<file path="config.mk">
export PLATFORM = sky130hd
export DESIGN_NAME = twin_byte_timer
export DESIGN_NICKNAME = d
export VERILOG_FILES = /design/src/rtl/tmr_pkg.sv /design/src/rtl/tmr_prescaler.sv /design/src/rtl/tmr_count_core.sv /design/src/rtl/twin_byte_timer.sv
export SDC_FILE = /design/constraint.sdc
export NUM_CORES = 1
export LEC_CHECK = 0
export ABC_AREA = 1
export BUFFER_PORTS_ARGS = -buffer_cell sky130_fd_sc_hd__buf_2
export CAP_MARGIN = 25
export CORE_MARGIN = 5
export CORE_UTILIZATION = 40
export CTS_CLUSTER_DIAMETER = 80
export DETAILED_ROUTE_END_ITERATION = 8
export PLACE_DENSITY_LB_ADDON = 0.25
export SYNTH_ARGS = -nofsm -noshare
export SYNTH_HDL_FRONTEND = slang
export SYNTH_SLANG_ARGS = --single-unit
</file>
<file path="constraint.sdc">
create_clock -name clk -period 5.7 [get_ports clk]
set_input_delay 1.14 -clock clk [delete_from_list [all_inputs] [get_ports clk]]
set_output_delay 1.14 -clock clk [all_outputs]
set_load 0.05 [all_outputs]
</file>
<file path="src/rtl/tmr_pkg.sv">
package tmr_pkg;
    localparam int BYTE_W   = 8;
    localparam int PAIR_W   = 2 * BYTE_W;
    localparam int PRE_W    = 13;
    localparam int NCH      = 2;

    // control byte field positions (only bits [7:3] are stored)
    localparam int CTRL_LSB = 3;
    localparam int IE_B_BIT = 7;
    localparam int IE_A_BIT = 6;
    localparam int IE_O_BIT = 5;
    localparam int CLKC_W   = 5;

    typedef enum logic [1:0] {
        SRC_NONE  = 2'b00,
        SRC_INT   = 2'b01,
        SRC_RSV   = 2'b10,
        SRC_CHAIN = 2'b11
    } src_e;

    typedef enum logic [0:0] {
        MODE_SPLIT   = 1'b0,
        MODE_CASCADE = 1'b1
    } pair_mode_e;

    typedef enum logic [2:0] {
        REG_CTRL = 3'd0,
        REG_STAT = 3'd1,
        REG_CMPA = 3'd2,
        REG_CMPB = 3'd3,
        REG_CNT  = 3'd4,
        REG_CLKC = 3'd5,
        REG_NA6  = 3'd6,
        REG_NA7  = 3'd7
    } reg_sel_e;

    typedef struct packed {
        logic [BYTE_W-1:0] cmpa;
        logic [BYTE_W-1:0] cmpb;
        logic [BYTE_W-1:0] cnt;
        logic [1:0]        src;
    } chan_view_t;

    // log2 of the divide ratio for a rate code; code 0 is handled as stop
    function automatic int rate_log2(input logic [2:0] code);
        case (code)
            3'd2:    return 1;
            3'd3:    return 3;
            3'd4:    return 5;
            3'd5:    return 6;
            3'd6:    return 10;
            3'd7:    return 13;
            default: return 0;
        endcase
    endfunction

    function automatic logic clear_hit(input logic [1:0] mode_bits,
                                       input logic hit_a, input logic hit_b);
        return (mode_bits == 2'b01 && hit_a) || (mode_bits == 2'b10 && hit_b);
    endfunction
endpackage

</file>
<file path="src/rtl/tmr_prescaler.sv">
module tmr_prescaler
    import tmr_pkg::*;
#(
    parameter int CHANNELS = NCH,
    parameter int PW       = PRE_W
) (
    input  logic                     clk,
    input  logic                     rst_n,
    input  logic [CHANNELS-1:0][2:0] rate,
    output logic [CHANNELS-1:0]      tick
);
    logic [PW-1:0] pre_q;

    always_ff @(posedge clk or negedge rst_n) begin
        if (!rst_n) pre_q <= '0;
        else        pre_q <= pre_q + 1'b1;
    end

    for (genvar g = 0; g < CHANNELS; g++) begin : g_tap
        logic [PW-1:0] low_mask;
        always_comb begin
            low_mask = '0;
            for (int b = 0; b < PW; b++) begin
                if (b < rate_log2(rate[g])) low_mask[b] = 1'b1;
            end
        end
        assign tick[g] = (rate[g] != 3'd0) && ((pre_q & low_mask) == low_mask);
    end
endmodule

</file>
<file path="src/rtl/tmr_count_core.sv">
module tmr_count_core
    import tmr_pkg::*;
(
    input  chan_view_t [NCH-1:0]             ch,
    input  logic [NCH-1:0][1:0]              clr_mode,
    input  logic [NCH-1:0]                   tick,
    input  logic [NCH-1:0]                   cnt_wr,
    output pair_mode_e                       mode,
    output logic [NCH-1:0]                   adv,
    output logic [NCH-1:0][BYTE_W-1:0]       nxt,
    output logic [NCH-1:0]                   ev_a,
    output logic [NCH-1:0]                   ev_b,
    output logic [NCH-1:0]                   ev_o
);
    logic [NCH-1:0] run;

    always_comb begin
        logic [BYTE_W-1:0] s8;
        logic [PAIR_W-1:0] s16;
        logic              hit_a;
        logic              hit_b;

        s8    = '0;
        s16   = '0;
        hit_a = 1'b0;
        hit_b = 1'b0;
        mode  = (src_e'(ch[0].src) == SRC_CHAIN) ? MODE_CASCADE : MODE_SPLIT;
        for (int i = 0; i < NCH; i++) begin
            run[i] = (src_e'(ch[i].src) == SRC_INT) && tick[i] && !cnt_wr[i];
            nxt[i] = ch[i].cnt;
        end
        adv  = '0;
        ev_a = '0;
        ev_b = '0;
        ev_o = '0;

        unique case (mode)
            MODE_SPLIT: begin
                for (int i = 0; i < NCH; i++) begin
                    if (run[i]) begin
                        s8      = ch[i].cnt + 1'b1;
                        hit_a   = (s8 == ch[i].cmpa);
                        hit_b   = (s8 == ch[i].cmpb);
                        ev_a[i] = hit_a;
                        ev_b[i] = hit_b;
                        ev_o[i] = (ch[i].cnt == '1);
                        adv[i]  = 1'b1;
                        nxt[i]  = clear_hit(clr_mode[i], hit_a, hit_b) ? '0 : s8;
                    end
                end
            end
            MODE_CASCADE: begin
                if (run[1] && !cnt_wr[0]) begin
                    s16     = {ch[0].cnt, ch[1].cnt} + 1'b1;
                    hit_a   = (s16 == {ch[0].cmpa, ch[1].cmpa});
                    hit_b   = (s16 == {ch[0].cmpb, ch[1].cmpb});
                    ev_a[0] = hit_a;
                    ev_b[0] = hit_b;
                    ev_o[0] = ({ch[0].cnt, ch[1].cnt} == '1);
                    adv     = '1;
                    {nxt[0], nxt[1]} = clear_hit(clr_mode[0], hit_a, hit_b) ? '0 : s16;
                end
            end
            default: ;
        endcase
    end
endmodule

</file>
<file path="src/rtl/twin_byte_timer.sv">
module twin_byte_timer
    import tmr_pkg::*;
#(
    parameter int AW = 4
) (
    input  logic                clk,
    input  logic                rst_n,
    input  logic                bus_wr,
    input  logic                bus_wide,
    input  logic [AW-1:0]       bus_addr,
    input  logic [PAIR_W-1:0]   bus_wdata,
    output logic [PAIR_W-1:0]   bus_rdata,
    output logic [NCH-1:0]      irq_cmp_a,
    output logic [NCH-1:0]      irq_cmp_b,
    output logic [NCH-1:0]      irq_wrap
);
    localparam int HI_W = BYTE_W - CTRL_LSB;
    localparam logic [NCH-1:0][HI_W-1:0] STAT_RST = {5'h02, 5'h00};

    logic [NCH-1:0][HI_W-1:0]   ctrl_q;
    logic [NCH-1:0][HI_W-1:0]   stat_q;
    logic [NCH-1:0][BYTE_W-1:0] cmpa_q;
    logic [NCH-1:0][BYTE_W-1:0] cmpb_q;
    logic [NCH-1:0][BYTE_W-1:0] cnt_q;
    logic [NCH-1:0][CLKC_W-1:0] clkc_q;

    reg_sel_e                   rsel;
    logic                       lane;
    logic                       wide_ok;
    logic [NCH-1:0]             wr_en;
    logic [NCH-1:0]             cnt_wr;
    logic [NCH-1:0][BYTE_W-1:0] wd;
    logic [NCH-1:0][BYTE_W-1:0] rd_b;

    pair_mode_e                 pair_mode;
    logic [NCH-1:0]             tick;
    logic [NCH-1:0]             adv;
    logic [NCH-1:0][BYTE_W-1:0] nxt;
    logic [NCH-1:0]             ev_a, ev_b, ev_o;
    chan_view_t [NCH-1:0]       view;
    logic [NCH-1:0][1:0]        clr_mode;
    logic [NCH-1:0][2:0]        rate;

    // access decode
    assign rsel    = reg_sel_e'(bus_addr[3:1]);
    assign lane    = bus_addr[0];
    assign wide_ok = bus_wide && !lane;
    assign wr_en[0] = bus_wr && (wide_ok || (!bus_wide && !lane));
    assign wr_en[1] = bus_wr && (wide_ok || (!bus_wide &&  lane));
    assign wd[0]   = bus_wide ? bus_wdata[PAIR_W-1:BYTE_W] : bus_wdata[BYTE_W-1:0];
    assign wd[1]   = bus_wdata[BYTE_W-1:0];

    for (genvar g = 0; g < NCH; g++) begin : g_ch
        assign cnt_wr[g]        = wr_en[g] && (rsel == REG_CNT);
        assign view[g].cmpa     = cmpa_q[g];
        assign view[g].cmpb     = cmpb_q[g];
        assign view[g].cnt      = cnt_q[g];
        assign view[g].src      = clkc_q[g][4:3];
        assign clr_mode[g]      = ctrl_q[g][1:0];
        assign rate[g]          = clkc_q[g][2:0];

        always_ff @(posedge clk or negedge rst_n) begin
            if (!rst_n) begin
                ctrl_q[g] <= '0;
                stat_q[g] <= STAT_RST[g];
                cmpa_q[g] <= '1;
                cmpb_q[g] <= '1;
                cnt_q[g]  <= '0;
                clkc_q[g] <= '0;
            end else begin
                if (wr_en[g]) begin
                    unique case (rsel)
                        REG_CTRL: ctrl_q[g] <= wd[g][BYTE_W-1:CTRL_LSB];
                        REG_STAT: stat_q[g] <= wd[g][BYTE_W-1:CTRL_LSB];
                        REG_CMPA: cmpa_q[g] <= wd[g];
                        REG_CMPB: cmpb_q[g] <= wd[g];
                        REG_CLKC: clkc_q[g] <= wd[g][CLKC_W-1:0];
                        default:  ;
                    endcase
                end
                if (cnt_wr[g])   cnt_q[g] <= wd[g];
                else if (adv[g]) cnt_q[g] <= nxt[g];
            end
        end

        always_ff @(posedge clk or negedge rst_n) begin
            if (!rst_n) begin
                irq_cmp_a[g] <= 1'b0;
                irq_cmp_b[g] <= 1'b0;
                irq_wrap[g]  <= 1'b0;
            end else begin
                irq_cmp_a[g] <= ev_a[g] && ctrl_q[g][IE_A_BIT-CTRL_LSB];
                irq_cmp_b[g] <= ev_b[g] && ctrl_q[g][IE_B_BIT-CTRL_LSB];
                irq_wrap[g]  <= ev_o[g] && ctrl_q[g][IE_O_BIT-CTRL_LSB];
            end
        end
    end

    always_comb begin
        for (int i = 0; i < NCH; i++) begin
            unique case (rsel)
                REG_CTRL: rd_b[i] = {ctrl_q[i], 3'b000};
                REG_STAT: rd_b[i] = {stat_q[i], 3'b000};
                REG_CMPA: rd_b[i] = cmpa_q[i];
                REG_CMPB: rd_b[i] = cmpb_q[i];
                REG_CNT:  rd_b[i] = cnt_q[i];
                REG_CLKC: rd_b[i] = {3'b000, clkc_q[i]};
                default:  rd_b[i] = '0;
            endcase
        end
        if (bus_wide) bus_rdata = lane ? '0 : {rd_b[0], rd_b[1]};
        else          bus_rdata = {{BYTE_W{1'b0}}, rd_b[lane]};
    end

    tmr_prescaler #(.CHANNELS(NCH), .PW(PRE_W)) u_pre (
        .clk   (clk),
        .rst_n (rst_n),
        .rate  (rate),
        .tick  (tick)
    );

    tmr_count_core u_core (
        .ch       (view),
        .clr_mode (clr_mode),
        .tick     (tick),
        .cnt_wr   (cnt_wr),
        .mode     (pair_mode),
        .adv      (adv),
        .nxt      (nxt),
        .ev_a     (ev_a),
        .ev_b     (ev_b),
        .ev_o     (ev_o)
    );
endmodule

</file>
==> flow_metrics.env <==
export IMPL_status="finished, final reports clean"
export IMPL_drt_antenna_violating_nets=0
export IMPL_multiInputGateArea_um2=3590
export IMPL_syn_cell_area_um2=6570
export IMPL_grt_max_degree=54
export IMPL_crit_family="buffers and inverters"
export IMPL_yosysSeqAreaShare_pct=37.6
export IMPL_async_flop_share_pct=100
export IMPL_cp_num_buf_inv=5
export IMPL_rsz0062_at_grt="false"
export IMPL_worst_pin_slew_ns=0.902
export IMPL_min_period_over_period_pct=76.7
export IMPL_critPathCaptureType="output pin"
export IMPL_ir_drop_uv=163
export IMPL_finalSetupViolCount=0
export IMPL_seqCellArea_um2=2470
export IMPL_gp_congestion=0.980
export IMPL_hpwl_um=17100
export IMPL_synthDistinctLibCells=46
export IMPL_clock_path_buffers=2
export IMPL_fp_dieH_um=138
export IMPL_clk_pin_slew_ns=0.07
export IMPL_leakage_nw=3.57
export IMPL_dr_pass1_iters=6
export IMPL_r2r_end="cnt_q[6]"
export IMPL_power_density_nw_per_um2=413
export IMPL_worstHoldPathCells=2
export IMPL_yosysWarnings=0
export IMPL_start_util_pct=41.1
export IMPL_nets=1029
export IMPL_reg2reg_depth=14
export IMPL_diodes=0
export IMPL_cts_root_buf="clkbuf_16"
export IMPL_synth_nets=986
export IMPL_hp_class="reg -> reg"
export IMPL_cts_resized=0
export IMPL_place_ws_ns=1.42
export IMPL_final_cells=1221
export IMPL_slowest_stage="a2111oi_0"
export IMPL_startpoint_type="input port"
export IMPL_die_w_um=138
export IMPL_synthTopCellsByArea="dfrtp_1 (24%), nand2_1 (15%), dfstp_2 (13%)"
export IMPL_cts_tree="done"
export IMPL_crit_type="in -> out"
export IMPL_grt_use_total_pct=23.4
export IMPL_reg2reg_setup_slack_ns=2.71
export IMPL_coreArea_um2=16000
export IMPL_grt_pass1_vias=6390
export IMPL_fin_util_pct=46.1
export IMPL_synth_edf_count=0
export IMPL_stdcell_area_um2=7370
export IMPL_critPathRequiredTime_ns=4.56
export IMPL_vias=6820
export IMPL_synth_seq_cells=97
export IMPL_synth_top_area_share_pct=24.4
export IMPL_cp_max_fo=14
export IMPL_clk_latency_ns=0.36
export IMPL_overflow=0
export IMPL_skew_ns=0.00994
export IMPL_crit_arrival_ns=3.23
export IMPL_hold_buffers=0
export IMPL_fin_ws_ns=1.33
export IMPL_ios=46
export IMPL_rows=46
export IMPL_grt_antenna_before_repair=0
export IMPL_hold_end="stat_q[9]"
export IMPL_cap_viol_max_count=0
export IMPL_grt_first_pass_wirelength_um=35600
export IMPL_power_mw=3.05
export IMPL_clock_sink_count=97
export IMPL_synth_most_common_cell="nand2_1"
export IMPL_synth_area_leader_cell="dfrtp_1"
export IMPL_syn_avg_cell_area_um2=6.87
export IMPL_dr_first_iter_drc_count=714
export IMPL_avgRoutedWirePerCell_um=18.5
export IMPL_ys_flop_type="dfrtp_1"
export IMPL_dieArea_um2=19100
export IMPL_hold_ws_ns=0.502
export IMPL_place_port_buffers=45
export IMPL_drive_above_1_share_pct=13.1
export IMPL_synthCells=957
export IMPL_crit_chain="buf_2 > inv_1 > nor3_1 > buf_4 > inv_1 > nor2_1 > a2111oi_0 > o22ai_1 > buf_2"
export IMPL_cts_setup_buffers=0
export IMPL_relSlewSlack_pct=39.2
export IMPL_hold_viol=0
export IMPL_routed_wirelength_um=22600
export IMPL_r2r_start="cnt_q[0]"
export IMPL_slowest_delay_ns=0.64
export IMPL_yosys_top_cells_count="nand2_1 (270), inv_1 (109), o21ai_0 (103), nand3_1 (94), nor2_1 (93)"
export IMPL_syn_to_final_growth_pct=12.1
export IMPL_htree_levels=3
export IMPL_placed_area_um2=7040
export IMPL_setup_tns_ns=0
export IMPL_fillers=1705
export IMPL_max_freq_mhz=229
export IMPL_hp_start="stat_q[9]"
export IMPL_cts_buffers=9
export IMPL_drv_slew=0
export IMPL_dp_cells=1205
export IMPL_final_min_clock_period_ns=4.37
export IMPL_drc=0
export IMPL_via_per_inst=5.59
==> cell type report <==
type / count / area share, %
Clock buffer: 10 / 3.24
Clock inverter: 6 / 1.22
Inverter: 113 / 5.76
Multi-Input combinational cell: 727 / 48.8
Sequential cell: 97 / 33.5
Tap cell: 216 / 3.67
Timing Repair Buffer: 52 / 3.85
==> layer usage <==
layer / track usage [%] / part of all wire [%] / routed length [µm]
met4: 10.9 / 4.2 / 954
met3: 3.93 / 7.1 / 1600
met1: 31.7 / 43 / 9790
met2: 36.5 / 45 / 10300
met5: 0 / 0 / 0
==> worst min-delay path: cells and delay by family, from the launching register on <==
family          cells  cell delay [ns]
flops               1             0.36
simple gates        1             0.05
compound gates      1             0.06
==> worst max-delay path by stage <==
stage / start / endpoint / depth (start not counted)
after floorplan: bus_addr[1] / bus_rdata[6] / 7
after global placement: bus_addr[2] / bus_rdata[3] / 9
after detailed placement: bus_addr[2] / bus_rdata[4] / 9
after CTS: bus_addr[2] / bus_rdata[4] / 9
after global routing: bus_addr[2] / bus_rdata[4] / 9
final: bus_addr[2] / bus_rdata[3] / 9
==> logic make-up (layout without fill, tap and decap cells) <==
| group | Yosys count | after routing | share of synthesized area, % |
|---|---|---|---|
| AND/OR/NAND/NOR | 514 | 514 | 34.1 |
| AO/OA/AOI/OAI | 182 | 182 | 15.7 |
| buffers and inverters | 133 | 181 | 7.79 |
| flip-flops | 97 | 97 | 37.6 |
| XOR/XNOR | 26 | 26 | 3.90 |
| adder cells (fa/ha/maj) | 5 | 5 | 0.952 |
==> flip-flops by register name (all words and copies together), names as in the netlist, 4 cells and up <==
name	cells
clkc_q	10
clr_mode	4
cmpa_q	16
cmpb_q	16
cnt_q	16
ctrl_q	6
stat_q	10
u_pre.pre_q	13
==> where the power goes <==
group / switching [mW] / internal (mW)
sequential: 0.205 / 0.898
clock: 0.291 / 0.399
combinational: 0.838 / 0.416
==> cell usage in the layout, fill, tap and decap left out, types with 2 or more instances in the layout <==
cell type / Yosys / final
a2111oi_0: 2 / 2
a21oi_1: 17 / 17
a221oi_1: 5 / 5
buf_2: 4 / 44
buf_4: 2 / 7
bufinv_16: 0 / 2
clkbuf_16: 0 / 9
dfrtp_1: 64 / 64
dfstp_2: 33 / 33
ha_1: 5 / 5
inv_1: 109 / 109
inv_2: 3 / 3
nand2_1: 270 / 270
nand2_2: 10 / 10
nand3_1: 94 / 94
nand3b_1: 5 / 5
nand4_1: 11 / 11
nor2_1: 93 / 93
nor2_2: 4 / 4
nor2_4: 3 / 3
nor2_8: 2 / 2
nor3_1: 10 / 10
nor3b_1: 2 / 2
nor4_1: 2 / 2
o21ai_0: 103 / 103
o21ai_1: 8 / 8
o21bai_1: 2 / 2
o221ai_1: 6 / 6
o22ai_1: 31 / 31
o31ai_1: 2 / 2
or2_2: 4 / 4
xnor2_1: 5 / 5
xor2_1: 19 / 19
No activity file was read; power rests on OpenSTA's default activity.
